### config.mk
export PLATFORM = sky130hd
export DESIGN_NAME = stamp_cache
export DESIGN_NICKNAME = d
export VERILOG_FILES = /design/src/rtl/stamp_cache.sv
export SDC_FILE = /design/constraint.sdc
export NUM_CORES = 1
export LEC_CHECK = 0
export ABC_AREA = 1
export BUFFER_PORTS_ARGS = -buffer_cell sky130_fd_sc_hd__buf_2
export CAP_MARGIN = 20
export CORE_ASPECT_RATIO = 1.2
export CORE_MARGIN = 4
export CORE_UTILIZATION = 55
export DETAILED_ROUTE_END_ITERATION = 8
export GPL_ROUTABILITY_DRIVEN = 1
export PLACE_DENSITY = 0.71
export SLEW_MARGIN = 10
export SYNTH_ARGS = -nofsm -noshare
export SYNTH_HDL_FRONTEND = slang
export SYNTH_SLANG_ARGS = --single-unit
### constraint.sdc
create_clock -name clk -period 7.3 [get_ports clk]
set_clock_uncertainty 0.1 [all_clocks]
set_input_delay 1.825 -clock clk [delete_from_list [all_inputs] [get_ports clk]]
set_output_delay 1.825 -clock clk [all_outputs]
set_load 0.05 [all_outputs]
### src/rtl/stamp_cache.sv
module stamp_cache #(
  parameter int ENTRIES = 4,
  parameter int AW = 16,
  parameter int DW = 16,
  parameter int SW = 16,
  parameter logic [15:0] LFSR_SEED = 16'hACE1
) (
  input  logic          clk,
  input  logic          rst_n,
  input  logic          rand_mode,
  input  logic          req_valid,
  input  logic          req_write,
  input  logic [AW-1:0] req_addr,
  input  logic [DW-1:0] req_wdata,
  output logic          req_ready,
  output logic          rsp_valid,
  output logic [DW-1:0] rsp_rdata,
  output logic          mem_req,
  output logic          mem_we,
  output logic [AW-1:0] mem_addr,
  output logic [DW-1:0] mem_wdata,
  input  logic          mem_valid,
  input  logic [DW-1:0] mem_rdata
);
  localparam int IW = $clog2(ENTRIES);

  typedef enum logic [1:0] {ST_IDLE, ST_FILL, ST_WRITE} st_t;
  st_t st;

  logic [AW-1:0] tag_q   [ENTRIES];
  logic [DW-1:0] data_q  [ENTRIES];
  logic [SW-1:0] stamp_q [ENTRIES];
  logic [ENTRIES-1:0] vld_q;
  logic [SW-1:0] now_q;
  logic [15:0]   lfsr_q;
  logic [AW-1:0] p_addr;
  logic [DW-1:0] p_wdata;
  logic          p_we;
  logic [IW-1:0] p_vic;

  logic [ENTRIES-1:0] match;
  logic          hit;
  logic [IW-1:0] hit_idx, inv_idx, age_vic, victim;
  logic          have_inv;
  logic [SW-1:0] age, best_age;
  logic [15:0]   lfsr_nxt;

  for (genvar g = 0; g < ENTRIES; g++) begin : g_cmp
    assign match[g] = vld_q[g] && (tag_q[g] == req_addr);
  end

  assign hit      = |match;
  assign lfsr_nxt = {lfsr_q[14:0], lfsr_q[15] ^ lfsr_q[13] ^ lfsr_q[12] ^ lfsr_q[10]};

  always_comb begin
    hit_idx  = '0;
    inv_idx  = '0;
    have_inv = 1'b0;
    for (int i = ENTRIES - 1; i >= 0; i--) begin
      if (match[i]) hit_idx = IW'(i);
      if (!vld_q[i]) begin
        have_inv = 1'b1;
        inv_idx  = IW'(i);
      end
    end
  end

  always_comb begin
    age_vic  = '0;
    best_age = '0;
    age      = '0;
    for (int i = 0; i < ENTRIES; i++) begin
      age = now_q - stamp_q[i];
      if (i == 0 || age > best_age) begin
        best_age = age;
        age_vic  = IW'(i);
      end
    end
  end

  assign victim = have_inv ? inv_idx : (rand_mode ? lfsr_q[IW-1:0] : age_vic);

  assign req_ready = (st == ST_IDLE);
  assign mem_req   = (st != ST_IDLE);
  assign mem_we    = (st == ST_WRITE);
  assign mem_addr  = p_addr;
  assign mem_wdata = p_wdata;

  always_ff @(posedge clk or negedge rst_n) begin
    if (!rst_n) begin
      st        <= ST_IDLE;
      vld_q     <= '0;
      now_q     <= '0;
      lfsr_q    <= LFSR_SEED;
      rsp_valid <= 1'b0;
      rsp_rdata <= '0;
      p_addr    <= '0;
      p_wdata   <= '0;
      p_we      <= 1'b0;
      p_vic     <= '0;
      for (int i = 0; i < ENTRIES; i++) begin
        tag_q[i]   <= '0;
        data_q[i]  <= '0;
        stamp_q[i] <= '0;
      end
    end else begin
      now_q     <= now_q + 1'b1;
      rsp_valid <= 1'b0;
      case (st)
        ST_IDLE: begin
          if (req_valid) begin
            p_addr  <= req_addr;
            p_wdata <= req_wdata;
            p_we    <= req_write;
            if (hit) begin
              stamp_q[hit_idx] <= now_q;
              if (req_write) begin
                data_q[hit_idx] <= req_wdata;
                st <= ST_WRITE;
              end else begin
                rsp_valid <= 1'b1;
                rsp_rdata <= data_q[hit_idx];
              end
            end else begin
              p_vic         <= victim;
              vld_q[victim] <= 1'b0;
              lfsr_q        <= lfsr_nxt;
              st            <= ST_FILL;
            end
          end
        end
        ST_FILL: begin
          if (mem_valid) begin
            tag_q[p_vic]   <= p_addr;
            vld_q[p_vic]   <= 1'b1;
            stamp_q[p_vic] <= now_q;
            data_q[p_vic]  <= p_we ? p_wdata : mem_rdata;
            if (p_we) begin
              st <= ST_WRITE;
            end else begin
              rsp_valid <= 1'b1;
              rsp_rdata <= mem_rdata;
              st        <= ST_IDLE;
            end
          end
        end
        default: begin
          rsp_valid <= 1'b1;
          rsp_rdata <= p_wdata;
          st        <= ST_IDLE;
        end
      endcase
    end
  end
endmodule

==> results.json <==
{
  "status": "finished, final reports clean",
  "synth_adder_area_share_pct": 7.72,
  "routed_wl_um": 53100,
  "grt_overflow": 0,
  "worstRegToRegCells": 54,
  "path_clk_slew_ps": 70,
  "ioPinCount": 106,
  "dp.cells": 2990,
  "hp-start": "lfsr_q[2]$_DFFE_PN0P_",
  "start_kind": "flop",
  "avgSynthCellArea_sq_um": 7.34,
  "grt_setup_unrepaired": "true",
  "final_cells": 3050,
  "p_clk_share_pct": 13.7,
  "reg2reg_setup_slack_ps": 550,
  "drive_above_1_share_pct": 11.3,
  "cts_buffers": 30,
  "synthArstFlopShare_pct": 100,
  "route.detailed.drc": 0,
  "internal-power_mw": 5.63,
  "initialDrtViolationCount": 1232,
  "setup_viol": 0,
  "sequential_cell_area_sq_mm": 0.00707,
  "fill_cells": 3036,
  "hold_slack_ps": 370,
  "worst_pin_slew_ps": 1080,
  "power_mw": 11.3,
  "grt_pass1_wl_um": 86200,
  "r2r_start": "now_q[0]$_DFF_PN0_",
  "cp_data_required_time_ps": 7670,
  "synth_seq_area_share_pct": 38.4,
  "synth_area_sq_mm": 0.0184,
  "cp.arrival_ps": 7110,
  "drv_cap": 0,
  "multi_input_area_sq_mm": 0.00997,
  "dr.pass1.iters": 5,
  "hold_depth": 2,
  "worst_path_max_delay_cell": "fa_2",
  "synth-seq-cells": 282,
  "cts_tree": "built",
  "seq_power_share_pct": 23.2,
  "synth_top_family_by_area": "simple AND/OR/NAND/NOR gates",
  "grt_pass1_vias": 16900,
  "gp_congestion": 0.961,
  "vdd.ir_drop.worst_v": 0.000514,
  "place_area_sq_mm": 0.0193,
  "synth_common_cells": "nand2_1, inv_1, dfrtp_1",
  "clockBufferDepth": 3,
  "pwr-share-comb_pct": 63.0,
  "critPathMaxFanout": 16,
  "die_w_um": 175,
  "max_freq_mhz": 148,
  "switching_share_pct": 50.3,
  "power_density_mw_per_mm2": 550,
  "syn_nets": 2669,
  "ys.flop_type": "dfrtp_1",
  "switchingPower_mw": 5.70,
  "leakagePower_nw": 10.5,
  "grt_usage_pct": 28.9,
  "synthXorXnorAreaFrac_pct": 4.65,
  "min_period_ps": 6750,
  "synthesis.yosys.warnings": 0,
  "finalHoldViolCount": 0,
  "clkLatencyLatePin_ps": 570,
  "setup-tns-final_ps": 0,
  "synth_top_area_share_pct": 37.3,
  "synth_cells": 2504,
  "holdPathEnd": "lfsr_q[3]$_DFFE_PN0P_",
  "hp-class": "reg -> reg",
  "n_antenna_cell": 0,
  "avgViaCountPerCell": 5.60,
  "post_drt_wl_per_cell_um": 17.4,
  "nets": 2742,
  "die_area_sq_mm": 0.0364,
  "core_sq_mm": 0.0331,
  "cts_max_level": 1,
  "endpoint_kind": "flop",
  "period_share_pct": 92.4,
  "initial_utilization_pct": 55.6,
  "relSlewSlack_pct": 28.0,
  "port_buffers": 105,
  "yosysTopAreaCell": "dfrtp_1",
  "crit_top_cell": "nand2_1",
  "synth_edf_count": 0,
  "crit_path_max_incr_delay_ps": 400,
  "rr_endpoint": "vld_q[0]$_DFFE_PN0P_",
  "vias": 17100,
  "synth_compound_area_share_pct": 14.0,
  "yosys.area_share.simple_pct": 26.6,
  "grt_max_degree": 113,
  "rows": 73,
  "yosysMostFrequentCell": "nand2_1",
  "maxSlewViolCount": 0,
  "finalInstanceArea_sq_mm": 0.0206,
  "antenna_found_initial": 0,
  "cts_root_buf": "clkbuf_16",
  "synthMuxAreaShare_pct": 0.122,
  "die_h_um": 208,
  "synth_area_leaders": "dfrtp_1, nand2_1, o21ai_0",
  "dp_hpwl_um": 38000,
  "antenna_left": 0,
  "syn_to_final_growth_pct": 12.1,
  "synthDistinctLibCells": 55,
  "cts.sinks": 282,
  "crit_type": "reg -> reg"
}
[metal layers]
metal / global-route usage [%] / vias up / part of all wire, %
met4: 11.7 / 0 / 4.2
met3: 3.33 / 154 / 5.4
met5: 0 / - / 0
li1: - / 8277 / -
met2: 50.2 / 584 / 49
met1: 36.7 / 8064 / 41
[layout by cell type, fill, tap and decap left out, types with 32 or more instances in the layout]
master     Yosys  layout
a21oi_1      100      97
o21ai_0      268     260
nand4_1       43      43
nand2_1      746     743
nand3_1      141     139
buf_2         21     104
clkbuf_16      0      32
dfrtp_1      274     270
ha_1         107      93
inv_1        298     297
nor2_1       112     105
xor2_1        65      65
[how the worst max path moves through the flow]
stage | start | endpoint | slack, ps
after global placement | now_q[7]$_DFF_PN0_ | vld_q[2]$_DFFE_PN0P_ | 300
after detailed placement | now_q[7]$_DFF_PN0_ | vld_q[0]$_DFFE_PN0P_ | 60
after global routing | now_q[5]$_DFF_PN0_ | p_vic[0]$_DFFE_PN0P_ | -10
after CTS | now_q[7]$_DFF_PN0_ | vld_q[0]$_DFFE_PN0P_ | 50
final | now_q[0]$_DFF_PN0_ | vld_q[0]$_DFFE_PN0P_ | 550
after floorplan | now_q[7]$_DFF_PN0_ | vld_q[0]$_DFFE_PN0P_ | 1100
[worst max-delay path, delay by kind of cell (launching register included)]
kind / cells / cell delay (ps)
AO/OA/AOI/OAI: 8 / 900
XOR/XNOR: 1 / 140
adder cells (fa/ha/maj): 5 / 1450
buffers and inverters: 9 / 750
flip-flops: 1 / 390
AND/OR/NAND/NOR: 31 / 2900
[cell families (layout without fill, tap and decap cells)]
| family | count (synthesis) | count (layout) |
|---|---|---|
| and+or+nand+nor | 1141 | 1141 |
| AOI/OAI and AO/OA | 466 | 466 |
| buffers and inverters | 406 | 502 |
| DFF | 282 | 282 |
| adders and majority gates | 111 | 111 |
| xor gates and xnor gates | 96 | 96 |
| muxes | 2 | 2 |
[power by group through the flow]
| stage | clock network (mW) | logic, mW | registers [mW] |
|---|---|---|---|
| 5_1_grt | 1.66 | 8.04 | 2.70 |
| 3_5_place_dp | 0 | 6.62 | 2.65 |
| 6_report | 1.56 | 7.14 | 2.63 |
| 2_1_floorplan | 0 | 4.57 | 2.96 |
| 4_1_cts | 1.59 | 6.66 | 2.63 |
| 3_3_place_gp | 0 | 6.45 | 2.64 |
[layout make-up]
| type | count | area share, % |
|---|---|---|
| clock buffer | 39 | 4.01 |
| clock inverter | 16 | 0.868 |
| inverter | 312 | 5.68 |
| multi-input combinational | 1816 | 48.4 |
| sequential | 282 | 34.3 |
| tap | 450 | 2.73 |
| timing repair buffer | 135 | 4.04 |
[repair_timing]
action | in CTS | in global routing
gates resized for setup | 0 | 55
setup buffers | 0 | 1
setup endpoints to repair | 0 | 6
hold buffers | 0 | 0
[registers in the layout (all words and copies together), names as in the netlist]
| signal | count |
|---|---|
| data_q | 64 |
| lfsr_q | 16 |
| mem_addr | 16 |
| mem_wdata | 16 |
| now_q | 16 |
| p_vic | 2 |
| p_we | 1 |
| rsp_rdata | 16 |
| rsp_valid | 1 |
| st | 2 |
| stamp_q | 64 |
| tag_q | 64 |
| vld_q | 4 |
[through the flow]
step | util (%) | setup slack (ps)
after floorplan | - | 1100
after global placement | 58.4 | 296
after detailed placement | 58.4 | 59.8
after CTS | 61.4 | 52.0
after global routing | 62.3 | -10.4
final | 62.3 | 554
(Power assumes the default switching activity.)
